### config.mk
export PLATFORM = sky130hd
export DESIGN_NAME = ant_sel_ctrl
export DESIGN_NICKNAME = d
export VERILOG_FILES = /design/src/rtl/ant_sel_pkg.sv /design/src/rtl/ant_gain_cmp.sv /design/src/rtl/ant_cfg_shadow.sv /design/src/rtl/ant_rx_fsm.sv /design/src/rtl/ant_sel_ctrl.sv
export SDC_FILE = /design/constraint.sdc
export NUM_CORES = 1
export LEC_CHECK = 0
export BUFFER_PORTS_ARGS = -buffer_cell sky130_fd_sc_hd__buf_2
export CORE_MARGIN = 2
export CORE_UTILIZATION = 25
export DETAILED_ROUTE_END_ITERATION = 10
export GPL_ROUTABILITY_DRIVEN = 0
export PLACE_DENSITY_LB_ADDON = 0.3
export SLEW_MARGIN = 20
export SYNTH_ARGS = -nofsm -noshare
export SYNTH_HDL_FRONTEND = slang
export SYNTH_SLANG_ARGS = --single-unit
### constraint.sdc
create_clock -name clk_i -period 3.3 [get_ports clk_i]
set_input_delay 0.495 -clock clk_i [delete_from_list [all_inputs] [get_ports clk_i]]
set_output_delay 0.495 -clock clk_i [all_outputs]
set_load 0.005 [all_outputs]
### src/rtl/ant_sel_pkg.sv
package ant_sel_pkg;

  localparam int unsigned NUM_PATHS = 2;

  typedef enum logic [1:0] {
    ST_IDLE     = 2'd0,
    ST_WAIT_AGC = 2'd1,
    ST_HOLD     = 2'd2
  } rx_state_e;

  typedef struct packed {
    logic valid;
    logic forced;
    logic ant;
  } ant_status_t;

  localparam int unsigned STATUS_W = $bits(ant_status_t);

endpackage

### src/rtl/ant_gain_cmp.sv
module ant_gain_cmp
  import ant_sel_pkg::*;
#(
  parameter int unsigned RF_W = 2,
  parameter int unsigned BB_W = 5
) (
  input  logic [NUM_PATHS*RF_W-1:0] rf_gain_i,
  input  logic [NUM_PATHS*BB_W-1:0] bb_gain_i,
  output logic                      pick_o
);

  localparam int unsigned MAX_W = (RF_W > BB_W) ? RF_W : BB_W;
  localparam int unsigned SUM_W = MAX_W + 1;

  logic [SUM_W-1:0] total [NUM_PATHS];

  for (genvar g = 0; g < NUM_PATHS; g++) begin : g_path
    assign total[g] = SUM_W'(rf_gain_i[g*RF_W +: RF_W])
                    + SUM_W'(bb_gain_i[g*BB_W +: BB_W]);
  end

  // lower total gain = stronger path; tie keeps path 0
  assign pick_o = (total[1] < total[0]);

endmodule

### src/rtl/ant_cfg_shadow.sv
module ant_cfg_shadow (
  input  logic clk_i,
  input  logic rst_ni,
  input  logic cfg_tx_ant_i,
  input  logic cfg_rx_force_i,
  input  logic cfg_rx_ant_i,
  input  logic tx_active_i,
  input  logic rx_busy_i,
  output logic tx_ant_o,
  output logic rx_force_o,
  output logic rx_ant_o
);

  always_ff @(posedge clk_i or negedge rst_ni) begin
    if (!rst_ni) begin
      tx_ant_o <= 1'b0;
    end else if (!tx_active_i) begin
      tx_ant_o <= cfg_tx_ant_i;
    end
  end

  // receive copy tracks software only between packets
  always_ff @(posedge clk_i or negedge rst_ni) begin
    if (!rst_ni) begin
      rx_force_o <= 1'b0;
      rx_ant_o   <= 1'b0;
    end else if (!rx_busy_i) begin
      rx_force_o <= cfg_rx_force_i;
      rx_ant_o   <= cfg_rx_ant_i;
    end
  end

  p_tx_hold_r2: assert property (@(posedge clk_i) disable iff (!rst_ni)
    tx_active_i |=> $stable(tx_ant_o));

  p_rx_cfg_frozen_r7: assert property (@(posedge clk_i) disable iff (!rst_ni)
    rx_busy_i |=> ($stable(rx_force_o) && $stable(rx_ant_o)));

endmodule

### src/rtl/ant_rx_fsm.sv
module ant_rx_fsm
  import ant_sel_pkg::*;
(
  input  logic        clk_i,
  input  logic        rst_ni,
  input  logic        pkt_start_i,
  input  logic        pkt_end_i,
  input  logic        agc_done_i,
  input  logic        force_i,
  input  logic        force_ant_i,
  input  logic        pick_i,
  output logic        busy_o,
  output logic        rx_ant_o,
  output ant_status_t status_o
);

  rx_state_e state_q, state_d;
  logic      decide;
  logic      choice;

  assign decide = (state_q == ST_WAIT_AGC) && agc_done_i && !pkt_end_i;
  assign choice = force_i ? force_ant_i : pick_i;
  assign busy_o = (state_q != ST_IDLE);

  always_comb begin
    state_d = state_q;
    unique case (state_q)
      ST_IDLE:     if (pkt_start_i) state_d = ST_WAIT_AGC;
      ST_WAIT_AGC: if (pkt_end_i) state_d = ST_IDLE;
                   else if (agc_done_i) state_d = ST_HOLD;
      ST_HOLD:     if (pkt_end_i) state_d = ST_IDLE;
      default:     state_d = ST_IDLE;
    endcase
  end

  always_ff @(posedge clk_i or negedge rst_ni) begin
    if (!rst_ni) begin
      state_q  <= ST_IDLE;
      rx_ant_o <= 1'b0;
      status_o <= '0;
    end else begin
      state_q <= state_d;
      if (decide) begin
        rx_ant_o <= choice;
        status_o <= '{valid: 1'b1, forced: force_i, ant: choice};
      end
    end
  end

  p_hold_r6: assert property (@(posedge clk_i) disable iff (!rst_ni)
    (state_q != ST_WAIT_AGC) |=> $stable(rx_ant_o));

  p_forced_r5: assert property (@(posedge clk_i) disable iff (!rst_ni)
    (decide && force_i) |=> (rx_ant_o == $past(force_ant_i)));

  p_auto_r3: assert property (@(posedge clk_i) disable iff (!rst_ni)
    (decide && !force_i) |=> (rx_ant_o == $past(pick_i)));

  p_status_valid_r8: assert property (@(posedge clk_i) disable iff (!rst_ni)
    $rose(status_o.valid) |-> $past(decide));

  p_no_decide_idle_r9: assert property (@(posedge clk_i) disable iff (!rst_ni)
    (state_q == ST_IDLE) |=> $stable(status_o));

endmodule

### src/rtl/ant_sel_ctrl.sv
module ant_sel_ctrl
  import ant_sel_pkg::*;
#(
  parameter int unsigned RF_W = 2,
  parameter int unsigned BB_W = 5
) (
  input  logic                      clk_i,
  input  logic                      rst_ni,
  input  logic                      cfg_tx_ant_i,
  input  logic                      cfg_rx_force_i,
  input  logic                      cfg_rx_ant_i,
  input  logic [NUM_PATHS*RF_W-1:0] agc_rf_gain_i,
  input  logic [NUM_PATHS*BB_W-1:0] agc_bb_gain_i,
  input  logic                      agc_done_i,
  input  logic                      pkt_start_i,
  input  logic                      pkt_end_i,
  input  logic                      tx_active_i,
  output logic                      ant_sel_o,
  output logic [STATUS_W-1:0]       status_o
);

  logic        pick;
  logic        rx_busy;
  logic        tx_ant_sh, rx_force_sh, rx_ant_sh;
  logic        rx_ant;
  ant_status_t status;

  ant_gain_cmp #(.RF_W(RF_W), .BB_W(BB_W)) u_cmp (
    .rf_gain_i (agc_rf_gain_i),
    .bb_gain_i (agc_bb_gain_i),
    .pick_o    (pick)
  );

  ant_cfg_shadow u_shadow (
    .clk_i          (clk_i),
    .rst_ni         (rst_ni),
    .cfg_tx_ant_i   (cfg_tx_ant_i),
    .cfg_rx_force_i (cfg_rx_force_i),
    .cfg_rx_ant_i   (cfg_rx_ant_i),
    .tx_active_i    (tx_active_i),
    .rx_busy_i      (rx_busy),
    .tx_ant_o       (tx_ant_sh),
    .rx_force_o     (rx_force_sh),
    .rx_ant_o       (rx_ant_sh)
  );

  ant_rx_fsm u_fsm (
    .clk_i       (clk_i),
    .rst_ni      (rst_ni),
    .pkt_start_i (pkt_start_i),
    .pkt_end_i   (pkt_end_i),
    .agc_done_i  (agc_done_i),
    .force_i     (rx_force_sh),
    .force_ant_i (rx_ant_sh),
    .pick_i      (pick),
    .busy_o      (rx_busy),
    .rx_ant_o    (rx_ant),
    .status_o    (status)
  );

  assign ant_sel_o = tx_active_i ? tx_ant_sh : rx_ant;
  assign status_o  = status;

  p_rx_sel_r10: assert property (@(posedge clk_i) disable iff (!rst_ni)
    !tx_active_i |-> (ant_sel_o == status_o[0]));

  p_reset_r1: assert property (@(posedge clk_i) disable iff (!rst_ni)
    $rose(rst_ni) |-> (status_o == '0));

endmodule

==> impl_metrics.ini <==
[synthesis]
synth.distinct_cells = 23
synth_flop_cell = dfrtp_1
synth_commonest_cells = ha_1 (9), dfrtp_1 (8), nor2_1 (7)
synth.mux.area_fraction_pct = 8.286
synth_cells = 68
syn_area_per_cell_um2 = 9.770
synth_compound_area_share_pct = 7.910
synth_simple_gate_area_share_pct = 18.83
synthTopCellsByArea = dfrtp_1 (30%), ha_1 (17%), fa_1 (6.0%), xor2_1 (5.3%), mux2_2 (5.1%)
ys_warn_count = 0
syn_nets = 102
yosysSeqAreaShare_pct = 30.13
netlist_area_um2 = 664.4
synth_top_family_by_area = adder cells
yosysMostFrequentCell = ha_1
synth_adder_area_share_pct = 22.98
synth_edf_count = 0
async_reset_ff_share_pct = 100.0
yosysTopAreaCell = dfrtp_1
synth-xor-area-share_pct = 7.910
synth-seq-cells = 8
synth_top_area_share_pct = 30.13

[critical_path]
crit_fanout = 2
r2r_cells = 2
critPathSlowestCell = fa_1
r2r_start = u_fsm.state_q[1]$_DFFE_PN0P_
cp.arrival_ns = 2.19
end_kind = flip-flop
crit_path_cell_trace = buf_2 > ha_1 > inv_1 > fa_1 > nor2_1 > xnor2_1 > ha_1 > a21o_1 > nand2_1 > nand3_1 > o211ai_2
critPathKind = input pin to flip-flop
crit_family = adder cells
reg2reg_to = u_fsm.status_o[1]$_DFFE_PN0P_
r2r_slack_ns = 2.14
cpPeakStageDelay_ns = 0.40
cp-start-kind = input pin
critPathBufInv = 2
crit_required_ns = 3.48
path_common_cell = ha_1

[global_route]
grt_start_max_net_pins = 9
overflow = 0
first_global_vias = 548
grt_pass1_wl_um = 2304
grt_antenna_before_repair = 0
grt_usage_pct = 9.104

[layout]
syn_to_final_growth_pct = 27.50
diodes = 0
postLayoutCoreUtil_pct = 33.88
drive_above_1_share_pct = 37.50
finalNetCount = 132

[floorplan]
boundaryPins = 27
start_util_pct = 26.58
rows = 18
die_y_um = 55.55
die_area_um2 = 3086
die_w_um = 55.55
core_um2 = 2500

[timing]
finalSetupTns_ns = 0
min_period_over_period_pct = 61.11
max_freq_mhz = 495.9
finalHoldViolations = 0
fin_ws_ns = 1.283
clock-skew-final_ns = 0.002423
rsz0062_at_grt = false
maxSlewViolCount = 0
min_period_ns = 2.017
final-setup-viol-count = 0
tightest_slew_ns = 0.2191
relSlewSlack_pct = 85.34

[power]
powerDensity_nw_per_um2 = 380.8
total_power_mw = 0.3226
p_leak_nw = 0.4291
ir_drop_uv = 235.2

[placed_design]
post-dp-hpwl_um = 1139
place_ws_ns = 1.014
portBuffers = 26

[clock_tree]
cts_tree = done
cts_setup_buffers = 0
cts_buffers = 3
ctsResizeCount = 0
worstSkewPairLatency_ns = 0.25
htree_levels = 1
cts_hold_buf = 0
cts_root_buffer = clkbuf_4
clk_path_buf_depth = 2
clk_pin_slew_ns = 0.05
cts_sinks = 8

[drt]
totalWireLength_um = 1265
first_pass_iters = 2
post-route-drc-count = 0
drtAntennaViolNets = 0
wire_per_inst_um = 10.04
drtIter0Drc = 7
via_count = 558
via_per_inst = 4.429

[worst_hold_path]
hp-class = input pin to asynchronous set/reset pin

[run]
drv_cap = 0

[run_status]
outcome = completed
[worst max path at each step]
stage	slack [ns]	depth (start not counted)	end	start
CTS	1.28	11	u_fsm.rx_ant_o$_DFFE_PN0P_	agc_rf_gain_i[0]
finish	1.28	11	u_fsm.rx_ant_o$_DFFE_PN0P_	agc_rf_gain_i[0]
global placement	1.03	11	u_fsm.rx_ant_o$_DFFE_PN0P_	agc_rf_gain_i[0]
floorplan	1.21	10	u_fsm.rx_ant_o$_DFFE_PN0P_	agc_rf_gain_i[0]
detailed placement	1.01	11	u_fsm.rx_ant_o$_DFFE_PN0P_	agc_rf_gain_i[0]
global route	1.15	11	u_fsm.rx_ant_o$_DFFE_PN0P_	agc_rf_gain_i[0]
[cell usage in the layout (no fill, tap or decap)]
| master | n |
|---|---|
| a21o_1 | 2 |
| mux2_2 | 3 |
| fa_1 | 2 |
| mux2i_1 | 1 |
| nand2_2 | 1 |
| nor2b_1 | 1 |
| nand2_1 | 4 |
| nor2_1 | 7 |
| xnor2_1 | 2 |
| ha_1 | 9 |
| o211ai_2 | 1 |
| or2_2 | 1 |
| nor3_4 | 1 |
| buf_2 | 26 |
| nand2b_1 | 2 |
| a21oi_1 | 3 |
| clkbuf_4 | 3 |
| dfrtp_1 | 8 |
| nand3_1 | 6 |
| nand4_1 | 1 |
| o21ai_0 | 2 |
| xor2_1 | 4 |
| mux2_1 | 1 |
| inv_1 | 5 |
[per-layer routing]
| layer | global-route usage, % | part of all wire, % | vias up |
|---|---|---|---|
| met3 | 1.639 | 8.1 | 0 |
| met5 | 0 | 0 | - |
| met2 | 15.48 | 51 | 19 |
| met1 | 10.63 | 41 | 252 |
| li1 | - | - | 287 |
| met4 | 5.226 | 0 | 0 |
[power by group]
group / leakage (nW) / internal (mW) / switching, mW / total (mW)
logic: 0.321 / 0.0623 / 0.0532 / 0.115
registers: 0.0945 / 0.119 / 0.0147 / 0.134
clock network: 0.0138 / 0.0415 / 0.0316 / 0.0731
[sequential cells by signal, indices dropped and copies added (netlist names)]
| signal | cells |
|---|---|
| u_shadow.rx_force_o | 1 |
| u_fsm.status_o | 2 |
| u_shadow.tx_ant_o | 1 |
| u_fsm.rx_ant_o | 1 |
| u_fsm.state_q | 2 |
| u_shadow.rx_ant_o | 1 |
[through the flow]
stage	area, um2	std cells	hold slack (ns)
after global placement	824.5	123	0.3464
after global routing	847.1	126	0.07662
after CTS	847.1	126	0.06759
after floorplan	664.4	68	0.1994
final	847.1	126	0.07653
after detailed placement	824.5	123	0.3464
[layout make-up]
type,instances,area (um2)
multi-input combinational,54,437.9
timing repair buffer,26,130.1
sequential,8,200.2
inverter,5,18.77
clock buffer,3,22.52
fill,276,1653
tap,30,37.54
[cell families (layout without fill, tap and decap cells)]
kind of cell / Yosys count / in the layout
AND/OR/NAND/NOR: 24 / 24
adder cells (fa/ha/maj): 11 / 11
AO/OA/AOI/OAI: 8 / 8
flip-flops: 8 / 8
XOR/XNOR: 6 / 6
buffers and inverters: 6 / 34
multiplexers: 5 / 5
No activity file was read; power rests on OpenSTA's default activity.
